### config.mk
export PLATFORM = sky130hd
export DESIGN_NAME = beat_slicer
export DESIGN_NICKNAME = d
export VERILOG_FILES = /design/src/rtl/slicer_pkg.sv /design/src/rtl/slicer_datapath.sv /design/src/rtl/slicer_ctrl.sv /design/src/rtl/beat_slicer.sv
export SDC_FILE = /design/constraint.sdc
export NUM_CORES = 1
export LEC_CHECK = 0
export ABC_AREA = 0
export BUFFER_PORTS_ARGS = -buffer_cell sky130_fd_sc_hd__buf_4
export CORE_MARGIN = 2
export CORE_UTILIZATION = 55
export CTS_CLUSTER_SIZE = 12
export DETAILED_ROUTE_END_ITERATION = 7
export HOLD_SLACK_MARGIN = 0.12
export PLACE_DENSITY = 0.83
export SYNTH_ARGS = -nofsm -noshare
export SYNTH_HDL_FRONTEND = slang
export SYNTH_SLANG_ARGS = --single-unit
export TNS_END_PERCENT = 1
### constraint.sdc
create_clock -name clk -period 4.4 [get_ports clk]
set_clock_uncertainty 0.1 [all_clocks]
set_input_delay 0.22 -clock clk [delete_from_list [all_inputs] [get_ports clk]]
set_output_delay 0.22 -clock clk [all_outputs]
set_load 0.005 [all_outputs]
### src/rtl/slicer_pkg.sv
package slicer_pkg;

  typedef enum logic [2:0] {
    ST_IDLE,
    ST_ARM,
    ST_PULSE,
    ST_WAIT,
    ST_FIN
  } slicerStateT;

  typedef struct packed {
    logic load;
    logic advance;
  } slicerStrobeT;

endpackage

### src/rtl/slicer_datapath.sv
module slicer_datapath
  import slicer_pkg::*;
#(
  parameter int AW = 32,
  parameter int SW = 16,
  parameter int MAX_BEAT = 16
) (
  input  logic          clk,
  input  logic          rstN,
  input  slicerStrobeT  strobe,
  input  logic          startDir,
  input  logic [AW-1:0] startAddr,
  input  logic [SW-1:0] startSize,
  input  logic          startFix,
  output logic          dirQ,
  output logic          lastPiece,
  output logic [AW-1:0] pieceAddr,
  output logic [SW-1:0] pieceSizeM1
);
  localparam int CW = SW + 1;
  localparam logic [CW-1:0] MAXC = CW'(MAX_BEAT);

  logic [AW-1:0] baseQ;
  logic [CW-1:0] offQ;
  logic [CW-1:0] remQ;
  logic          fixQ;
  logic [CW-1:0] curBytes;

  // bytes of the piece now pending: capped at the maximum beat
  always_comb begin
    curBytes  = (remQ > MAXC) ? MAXC : remQ;
    lastPiece = (remQ <= MAXC);
    pieceAddr = fixQ ? baseQ : baseQ + AW'(offQ);
    pieceSizeM1 = SW'(curBytes - CW'(1));
  end

  always_ff @(posedge clk) begin
    if (!rstN) begin
      baseQ <= '0;
      offQ  <= '0;
      remQ  <= '0;
      fixQ  <= 1'b0;
      dirQ  <= 1'b0;
    end else if (strobe.load) begin
      baseQ <= startAddr;
      offQ  <= '0;
      remQ  <= {1'b0, startSize} + CW'(1);
      fixQ  <= startFix;
      dirQ  <= startDir;
    end else if (strobe.advance) begin
      offQ  <= offQ + curBytes;
      remQ  <= remQ - curBytes;
    end
  end


  piece_max_chk: assert property (@(posedge clk) disable iff (!rstN)
    (remQ != '0) |-> (pieceSizeM1 < SW'(MAX_BEAT)));


  fix_addr_chk: assert property (@(posedge clk) disable iff (!rstN)
    (fixQ && strobe.advance) |=> $stable(pieceAddr));


  dir_latched_chk: assert property (@(posedge clk) disable iff (!rstN)
    !strobe.load |=> $stable(dirQ));

endmodule

### src/rtl/slicer_ctrl.sv
module slicer_ctrl
  import slicer_pkg::*;
(
  input  logic         clk,
  input  logic         rstN,
  input  logic         startReq,
  input  logic         lastPiece,
  input  logic         pieceGrant,
  input  logic         pieceDone,
  output slicerStrobeT strobe,
  output logic         pieceReq,
  output logic         busy,
  output logic         xferDone
);
  slicerStateT stateQ, stateD;

  always_comb begin
    stateD = stateQ;
    strobe = '0;
    unique case (stateQ)
      ST_IDLE: if (startReq) begin
        strobe.load = 1'b1;
        stateD = ST_ARM;
      end
      ST_ARM:   if (pieceGrant) stateD = ST_PULSE;
      ST_PULSE: stateD = ST_WAIT;
      ST_WAIT: if (pieceDone) begin
        strobe.advance = 1'b1;
        stateD = lastPiece ? ST_FIN : ST_ARM;
      end
      ST_FIN:  stateD = ST_IDLE;
      default: stateD = ST_IDLE;
    endcase
  end

  always_ff @(posedge clk) begin
    if (!rstN) stateQ <= ST_IDLE;
    else       stateQ <= stateD;
  end

  assign pieceReq = (stateQ == ST_PULSE);
  assign busy     = (stateQ != ST_IDLE);
  assign xferDone = (stateQ == ST_FIN);


  req_after_grant_chk: assert property (@(posedge clk) disable iff (!rstN)
    pieceReq |-> $past(pieceGrant));


  req_single_chk: assert property (@(posedge clk) disable iff (!rstN)
    pieceReq |=> !pieceReq);


  done_single_chk: assert property (@(posedge clk) disable iff (!rstN)
    xferDone |=> !xferDone);


  busy_hold_chk: assert property (@(posedge clk) disable iff (!rstN)
    (busy && !xferDone) |=> busy);

endmodule

### src/rtl/beat_slicer.sv
module beat_slicer
  import slicer_pkg::*;
#(
  parameter int AW = 32,
  parameter int SW = 16,
  parameter int MAX_BEAT = 16
) (
  input  logic          clk,
  input  logic          rstN,
  input  logic          startReq,
  input  logic          startDir,
  input  logic [AW-1:0] startAddr,
  input  logic [SW-1:0] startSize,
  input  logic          startFix,
  output logic          busy,
  output logic          xferDone,
  output logic          rdReq,
  output logic [AW-1:0] rdAddr,
  output logic [SW-1:0] rdSizeM1,
  input  logic          rdGrant,
  input  logic          rdDone,
  output logic          wrReq,
  output logic [AW-1:0] wrAddr,
  output logic [SW-1:0] wrSizeM1,
  input  logic          wrGrant,
  input  logic          wrDone
);
  slicerStrobeT  strobe;
  logic          dirQ;
  logic          lastPiece;
  logic [AW-1:0] pieceAddr;
  logic [SW-1:0] pieceSizeM1;
  logic          pieceReq;
  logic          pieceGrant;
  logic          pieceDone;
  logic          rdSel;
  logic          wrSel;

  assign pieceGrant = dirQ ? wrGrant : rdGrant;
  assign pieceDone  = dirQ ? wrDone  : rdDone;
  assign rdSel      = busy && !dirQ;
  assign wrSel      = busy && dirQ;

  slicer_ctrl u_ctrl (
    .clk        (clk),
    .rstN       (rstN),
    .startReq   (startReq),
    .lastPiece  (lastPiece),
    .pieceGrant (pieceGrant),
    .pieceDone  (pieceDone),
    .strobe     (strobe),
    .pieceReq   (pieceReq),
    .busy       (busy),
    .xferDone   (xferDone)
  );

  slicer_datapath #(.AW(AW), .SW(SW), .MAX_BEAT(MAX_BEAT)) u_dp (
    .clk         (clk),
    .rstN        (rstN),
    .strobe      (strobe),
    .startDir    (startDir),
    .startAddr   (startAddr),
    .startSize   (startSize),
    .startFix    (startFix),
    .dirQ        (dirQ),
    .lastPiece   (lastPiece),
    .pieceAddr   (pieceAddr),
    .pieceSizeM1 (pieceSizeM1)
  );

  assign rdReq    = pieceReq && rdSel;
  assign wrReq    = pieceReq && wrSel;
  assign rdAddr   = rdSel ? pieceAddr   : '0;
  assign rdSizeM1 = rdSel ? pieceSizeM1 : '0;
  assign wrAddr   = wrSel ? pieceAddr   : '0;
  assign wrSizeM1 = wrSel ? pieceSizeM1 : '0;

endmodule

==> results_dict.tcl, run 1 <==
set metrics [dict create \
    status "complete, no violations" \
    cts_buffers 9 \
    nFillCells 885 \
    cts_tree "yes" \
    cts_setup_buffers 0 \
    wl_per_cell_um 15.5 \
    clock_path_buffers 2 \
    grt_util_all_layers_pct 30.4 \
    start_util_pct 56.0 \
    clk_pin_slew_worst_paths_ns 0.08 \
    antenna_found_initial 0 \
    area_growth_pct 30.1 \
    fmax_mhz 247 \
    layout_common_cells "buf_4 (163), nand2_1 (116), nor2_1 (110), dfxtp_1 (71), a21oi_1 (53)" \
    synth_enable_flop_cells 0 \
    synth_cell_types 70 \
    dieHeight_um 109 \
    synth-seq-cells 71 \
    grt_setup_unrepaired "false" \
    critPathKind "reg -> reg" \
    cp_cell_sequence "or4_4 -> nor4_4 -> nand2_2 -> nor2_4 -> and2_1 -> ha_1 -> inv_1 -> fa_1 -> nor2b_1 -> o2111ai_1 -> nor4bb_1 -> o21ai_1 -> a211oi_1 -> or3_1 -> a21oi_1" \
    final.period_utilization_pct 92.1 \
    worstPathRequired_ns 4.57 \
    crit_path_start_kind "flop" \
    critical_path_peak_fanout 8 \
    grt_max_degree 53 \
    setup_viol 0 \
    async_flop_share_pct 0 \
    dieArea_mm2 0.0118 \
    cts_num_sinks 71 \
    min_to "u_dp.remQ[12]" \
    syn_avg_cell_area_um2 7.17 \
    core_area_mm2 0.0108 \
    dp_hpwl_um 12700 \
    critPathSlowestCell "or4_4" \
    path_buf_inv 1 \
    synthCells 843 \
    peakVddDrop_mv 0.147 \
    finalHoldViolCount 0 \
    routed_wl_um 18000 \
    diodes 0 \
    drv_cap 0 \
    syn_area_mm2 0.00604 \
    worstPathArrival_ns 4.22 \
    row_count 38 \
    synth_flop_cell "dfxtp_1" \
    ys_warn_count 0 \
    layout_commonest_cell "buf_4" \
    drc_errors 0 \
    via_count 6690 \
    layout-drive-gt1-share_pct 19.2 \
    max-slew-margin-rel_pct 30.9 \
    min_from "startSize[12]" \
    portBuffers 156 \
    drtAntennaViolNets 0 \
    tns_ns 0 \
    grt_overflow 0 \
    period_minus_slack_ns 4.05 \
    hold_path.class "in -> reg" \
    nets 1111 \
    tightest_slew_ns 1.03 \
    die_w_um 109 \
    clkLatencyLatePin_ns 0.36 \
    p_per_area_mw_per_mm2 231 \
    vias_per_cell 5.76 \
    ios 157 \
    htree_levels 3 \
    r2r_start "u_dp.remQ[8]" \
    r2r_cells 15 \
    r2r_setup_slack_ns 0.35 \
    critPathTopFamily "simple AND/OR/NAND/NOR gates" \
    grt_pass1_vias 6134 \
    finalMaxSlewViolations 0 \
    p_leak_nw 3.34 \
    drt-initial-drc-count 406 \
    synth.yosys.seq_area_share_pct 23.5 \
    dr.pass1.iters 5 \
    worstSetupEndpointType "flop" \
    place_congestion 0.921 \
    cts-root-buf "clkbuf_8" \
    min_path_cells 4 \
    r2r_end "u_dp.offQ[16]" \
    grt_pass1_wl_um 28800 \
    holdWs_ns 0.126 \
    slowest_delay_ns 0.58 \
]
==> what timing repair did <==
item	CTS	global route
endpoints found under the hold margin	37	0
hold buffers	37	0
endpoints found under the setup margin	0	1
resized for setup	0	1
==> worst max-delay path by stage <==
stage,from,cells past startpoint,endpoint
4_1_cts,u_dp.remQ[8],15,u_dp.offQ[16]
6_report,u_dp.remQ[8],15,u_dp.offQ[16]
2_1_floorplan,u_dp.remQ[8],15,u_dp.offQ[16]
5_1_grt,u_dp.remQ[8],15,u_dp.offQ[16]
3_3_place_gp,u_dp.remQ[8],15,u_dp.offQ[16]
3_5_place_dp,u_dp.remQ[8],15,u_dp.offQ[16]
==> logic make-up (layout without fill, tap and decap cells) <==
logic type	after synthesis	after routing	synth area share [%]
AND/OR/NAND/NOR	390	390	31.1
other	2	12	0.124
XOR/XNOR	51	51	7.39
buffers and inverters	66	234	4.29
multiplexers	11	11	1.84
adder cells (fa/ha/maj)	38	38	8.12
flip-flops	71	71	23.5
AO/OA/AOI/OAI	214	214	23.6
==> power breakdown <==
group / total, mW / internal [mW] / switching, mW
clock: 0.555 / 0.269 / 0.286
combinational: 0.526 / 0.223 / 0.303
sequential: 0.735 / 0.684 / 0.0507
total: 1.82 / 1.18 / 0.640
==> layout make-up <==
class	count	area [um^2]	share of cell area, %
inverters	18	67.6	0.859
clock buffers	9	124	1.57
repair buffers	200	1590	20.3
well taps	140	175	2.23
multi-input cells	716	4410	56.0
clock inverters	7	77.6	0.986
flip-flops and latches	71	1420	18.1
==> metal layers <==
metal  vias up  wire length, um  GRT usage (%)
met5         -                0              0
met4         0              436           13.0
met1      3062             8260           40.7
met2       234             8280           49.5
met3        37              974           3.41
li1       3357                -              -
==> worst reg2reg max path: cells and delay by family, from the launching register on <==
kind | cells | cell delay, ns
flops | 1 | 0.36
buf+inv | 1 | 0.06
simple gates | 8 | 2.22
fa+ha+maj | 2 | 0.56
compound gates | 4 | 0.68
==> registers in the layout, summed over array words and instances (netlist names) <==
name and cells:
u_dp.baseQ 32, u_dp.fixQ 1, u_dp.dirQ 1, u_dp.offQ 17, u_dp.remQ 17, u_ctrl.stateQ 3
==> stage by stage <==
step	power, mW	worst slack, ns	utilization (%)	cell area (um^2)	instances
global route	1.91	0.104	72.9	7870	1161
detailed placement	1.24	0.370	67.6	7290	1108
floorplan	1.06	0.641	-	6080	853
finish	1.82	0.349	72.9	7870	1161
CTS	1.81	0.312	72.9	7870	1161
global placement	1.23	0.474	67.6	7290	1108
==> synth_stat cells, types with 10 or more instances <==
cell	n	area [um^2]
nor2b_1	11	68.8
nand2b_1	11	68.8
ha_1	36	450
nand4_1	14	87.6
clkbuf_1	31	116
xor2_1	23	201
a21o_1	13	97.6
nor3_1	30	150
nand3_1	30	150
a21boi_0	33	248
and2_1	10	62.6
dfxtp_1	71	1420
nor2_1	110	413
a31oi_1	11	68.8
nand2_1	117	439
mux2i_1	10	100
o21ai_0	36	180
a21oi_1	53	265
inv_1	17	63.8
a211oi_1	15	113
buf_1	13	48.8
xnor2_1	28	245
Power figures use the tool's default switching activity.
==> run 2: changes to the inputs <==
==> constraint.sdc (replaced) <==
create_clock -name clk -period 4.4 [get_ports clk]
set_clock_uncertainty 0.1 [all_clocks]
set_input_delay 1.32 -clock clk [delete_from_list [all_inputs] [get_ports clk]]
set_output_delay 1.32 -clock clk [all_outputs]
set_load 0.005 [all_outputs]
==> results_dict.tcl, run 2 (same netlist as run 1, synthesis figures left out) <==
set metrics [dict create \
    portBuffers 156 \
    cts_num_sinks 71 \
    layout-drive-gt1-share_pct 23.7 \
    cp_cell_sequence "ha_4 -> fa_2 -> a211oi_4 -> o21ai_2 -> a21oi_2 -> o21bai_2 -> a221o_1 -> nor4b_1 -> a311o_1 -> buf_4" \
    dr.pass1.iters 5 \
    worstPathArrival_ns 3.01 \
    crit_path_start_kind "flop" \
    peakVddDrop_mv 0.160 \
    met1_usage_pct 41.3 \
    critPathSlowestCell "fa_2" \
    wl_per_cell_um 15.7 \
    area_growth_pct 28.5 \
    design_area_mm2 0.00777 \
    worstPathRequired_ns 2.98 \
    fmax_mhz 226 \
    period_minus_slack_ns 4.43 \
    diodes 0 \
    p_leak_nw 3.26 \
    setup_ws_ns -0.0313 \
    core_area_mm2 0.0108 \
    finalHoldViolCount 0 \
    finalMaxSlewViolations 0 \
    grt.busiest_layer "met2" \
    tns_ns -0.0313 \
    vias_per_cell 5.80 \
    htree_levels 3 \
    clkLatencyLatePin_ns 0.35 \
    met3_usage_pct 3.29 \
    hold_path.class "reg -> reg" \
    critPathKind "reg -> out" \
    grt_pass1_wl_um 28200 \
    max-slew-margin-rel_pct 49.4 \
    grt_overflow 0 \
    setup_viol 1 \
    via_count 6620 \
    row_count 38 \
    layout_commonest_cell "buf_4" \
    final_util_pct 72.0 \
    clock_path_buffers 2 \
    dieArea_mm2 0.0118 \
    drv_cap 0 \
    nets 1091 \
    reg.largest.list "u_dp.baseQ (32), u_dp.offQ (17), u_dp.remQ (17)" \
    cts_buffers 9 \
    dieHeight_um 109 \
    place_congestion 0.944 \
    final.period_utilization_pct 101 \
    cts-root-buf "clkbuf_8" \
    drt-initial-drc-count 435 \
    grt_pass1_vias 5859 \
    dp_hpwl_um 13000 \
    grt_max_degree 50 \
    regMostFlops "u_dp.baseQ" \
    dpl_worst_slack_ns 0.171 \
    routed_wl_um 17900 \
    violations "negative setup slack" \
    status "finished, violations left" \
    start_util_pct 56.0 \
    antenna_found_initial 0 \
    drtAntennaViolNets 0 \
    placed_area_mm2 0.00738 \
    worstSetupEndpointType "output pin" \
    p_per_area_mw_per_mm2 231 \
    r2r_setup_slack_ns 0.41 \
    ios 157 \
    drc_errors 0 \
    critical_path_peak_fanout 4 \
    cts_tree "yes" \
    slowest_delay_ns 0.40 \
    grt_util_all_layers_pct 29.7 \
    tightest_slew_ns 0.756 \
    nFillCells 925 \
    largest_reg_flops 32 \
    layout_common_cells "buf_4 (179), nand2_1 (116), nor2_1 (110), dfxtp_1 (69), a21oi_1 (51)" \
    grt.met2_usage_pct 48.3 \
    grt_setup_unrepaired "true" \
    die_w_um 109 \
    finalPower_mw 1.79 \
    clk_pin_slew_worst_paths_ns 0.08 \
]
## run 2: cell count changes in the layout (fill, tap and decap cells not counted), sizes merged
cell / previous run / this run
dlygate4sd3: 37 / 0
buf: 163 / 180
inv: 22 / 18
clkinv: 1 / 3
clkbuf: 9 / 10
clkinvlp: 1 / 2
## run 2: worst max-delay path: cells and delay by family (launching register included)
family / cells / cell delay [ns]
AOI/OAI and AO/OA: 6 / 1.43
adders and majority gates: 2 / 0.58
DFF: 1 / 0.35
buffers and inverters: 1 / 0.14
and+or+nand+nor: 1 / 0.16
## run 2: what timing repair did
| item | 4_1_cts | 5_1_grt |
|---|---|---|
| pin swaps | 3 | 12 |
| hold buffers | 0 | 0 |
| setup buffers | 1 | 5 |
| resized for setup | 10 | 25 |
| endpoints found under the setup margin | 37 | 57 |
## run 2: final timing paths
kind	from	endpoint	cells after the start
setup reg to reg	u_dp.remQ[5]	u_dp.offQ[16]	15
setup / recovery	u_dp.offQ[0]	wrAddr[16]	10
hold / removal	u_dp.baseQ[31]	u_dp.baseQ[31]	2
hold reg to reg	u_dp.baseQ[31]	u_dp.baseQ[31]	2
## run 2: area by class of cell
cell class	instances	area [um^2]	share of cell area [%]
multi-input cells	716	4550	58.5
flip-flops and latches	71	1420	18.3
repair buffers	180	1360	17.4
well taps	140	175	2.26
clock buffers	10	138	1.77
inverters	18	67.6	0.870
clock inverters	6	60.1	0.773
## run 2: metal layers
layer  vias up  wire length (um)
met5         -                 0
met4         0               336
met3        28              1080
met2       261              8380
met1      3032              8060
li1       3299                 -
## run 2: power by group
group	switching, mW	internal, mW	leakage (nW)
sequential	0.0540	0.684	0.582
combinational	0.297	0.216	2.58
clock	0.267	0.275	0.0981
## run 2: per-stage QoR
step / hold slack (ns) / cells
floorplan: 0.347 / 853
global placement: 0.369 / 1119
global route: 0.413 / 1141
CTS: 0.386 / 1136
detailed placement: 0.374 / 1119
finish: 0.386 / 1141
==> run 3: changes to the inputs <==
==> constraint.sdc (replaced) <==
create_clock -name clk -period 5.16 [get_ports clk]
set_clock_uncertainty 0.1 [all_clocks]
set_input_delay 1.548 -clock clk [delete_from_list [all_inputs] [get_ports clk]]
set_output_delay 1.548 -clock clk [all_outputs]
set_load 0.005 [all_outputs]
==> results_dict.tcl, run 3 (same netlist as run 1, synthesis figures left out) <==
set metrics [dict create \
    status "complete, no violations" \
    cts_tree "yes" \
    period_minus_slack_ns 4.99 \
    power_switching_mw 0.538 \
    grt_setup_unrepaired "false" \
    worstPathRequired_ns 3.51 \
    finalPower_mw 1.58 \
    clock_path_buffers 2 \
    holdWs_ns 0.386 \
    drc_errors 0 \
    setup_viol 0 \
    p_sw_share_pct 34.2 \
    max-slew-margin-rel_pct 36.9 \
    setup_ws_ns 0.168 \
    layout_commonest_cell "buf_4" \
    tns_ns 0 \
    cts-resized-gates 0 \
    reg.largest.list "u_dp.baseQ (32), u_dp.offQ (17), u_dp.remQ (17)" \
    grt.busiest_layer "met2" \
    grt_overflow 0 \
    area_growth_pct 25.2 \
    met1_usage_pct 39.3 \
    critPathKind "reg -> out" \
    row_count 38 \
    wl_per_cell_um 15.2 \
    clkPwrFrac_pct 33.1 \
    regArea_mm2 0.00142 \
    multiInputGateArea_mm2 0.00442 \
    regMostFlops "u_dp.baseQ" \
    p_int_mw 1.04 \
    slowest_delay_ns 0.44 \
    p_leak_nw 3.22 \
    placed_area_mm2 0.00732 \
    diodes 0 \
    final_util_pct 70.1 \
    layout_common_cells "buf_4 (167), nand2_1 (116), nor2_1 (110), dfxtp_1 (71), a21oi_1 (53)" \
    design_area_mm2 0.00757 \
    grt_pass1_vias 5709 \
    dieArea_mm2 0.0118 \
    nets 1078 \
    portBuffers 156 \
    cts_buffers 9 \
    fmax_mhz 200 \
    via_count 6515 \
    crit_path_start_kind "flop" \
    cts-root-buf "clkbuf_8" \
    postCtsHoldBufs 0 \
    dpl_worst_slack_ns 0.535 \
    drtAntennaViolNets 0 \
    p_per_area_mw_per_mm2 208 \
    grt_pass1_wl_um 27100 \
    cts_num_sinks 71 \
    final.period_utilization_pct 96.7 \
    hold_path.class "reg -> reg" \
    post-place-cells 1112 \
    clkLatencyLatePin_ns 0.36 \
    nFillCells 964 \
    grt_util_all_layers_pct 28.5 \
    worstPathArrival_ns 3.34 \
    core_area_mm2 0.0108 \
    drt-initial-drc-count 351 \
    vias_per_cell 5.78 \
    finalHoldViolCount 0 \
    tightest_slew_ns 0.946 \
    worstSetupEndpointType "output pin" \
    dp_hpwl_um 12600 \
    grt_max_degree 50 \
    place_congestion 0.922 \
    htree_levels 3 \
    peakVddDrop_mv 0.129 \
    layout-drive-gt1-share_pct 20.3 \
    largest_reg_flops 32 \
    start_util_pct 56.0 \
    met3_usage_pct 3.47 \
    clk_pin_slew_worst_paths_ns 0.09 \
    antenna_found_initial 0 \
    cp_cell_sequence "ha_1 -> fa_1 -> a211oi_2 -> o21ai_1 -> a21oi_1 -> o21bai_1 -> a221o_1 -> nor4b_1 -> a311o_1 -> buf_4" \
    dieHeight_um 109 \
    critPathSlowestCell "fa_1" \
    cts_setup_buffers 0 \
    finalMaxSlewViolations 0 \
    p_seq_share_pct 39.9 \
    dr.pass1.iters 7 \
    critical_path_peak_fanout 4 \
    routed_wl_um 17100 \
    drv_cap 0 \
    grt.met2_usage_pct 46.3 \
    final_cells 1128 \
    die_w_um 109 \
    combPwrFrac_pct 27.0 \
    ios 157 \
]
==> run 3: cell count changes in the layout (fill, tap and decap cells not counted), moves of 3 or more <==
cell / change
a211oi_1: +4
clkinv_2: -3
ha_1: +5
buf_4: -12
ha_4: -3
==> run 3: final cells by class <==
| cell class | instances | share of cell area (%) |
|---|---|---|
| clock inverters | 7 | 1.39 |
| flip-flops and latches | 71 | 18.8 |
| multi-input cells | 716 | 58.4 |
| repair buffers | 167 | 16.6 |
| inverters | 18 | 0.893 |
| clock buffers | 9 | 1.64 |
| well taps | 140 | 2.32 |
==> run 3: worst paths after layout <==
| kind | from | to | slack, ns | cells after the start |
|---|---|---|---|---|
| worst min-delay path | u_dp.offQ[6] | u_dp.offQ[6] | 0.39 | 2 |
| worst max register to register | u_dp.remQ[8] | u_dp.offQ[14] | 0.89 | 15 |
| worst max-delay path | u_dp.offQ[0] | wrAddr[16] | 0.17 | 10 |
| worst min register to register | u_dp.offQ[6] | u_dp.offQ[6] | 0.39 | 2 |
==> run 3: routing by layer <==
layer,vias up,part of all wire [%]
met4,0,1.6
met1,2971,46
met3,19,6.8
met2,248,45
li1,3277,-
met5,-,0
==> run 3: power groups by stage <==
stage	Combinational [mW]	Sequential, mW	Clock [mW]
after global placement	0.414	0.638	0
after CTS	0.422	0.626	0.529
after global routing	0.470	0.633	0.548
after floorplan	0.279	0.624	0
after detailed placement	0.419	0.639	0
final	0.425	0.628	0.522
==> run 3: critical path: cells and delay by family (launching register included) <==
family	cells	cell delay [ns]
compound gates	6	1.65
simple gates	1	0.16
flops	1	0.34
fa+ha+maj	2	0.68
buf+inv	1	0.14
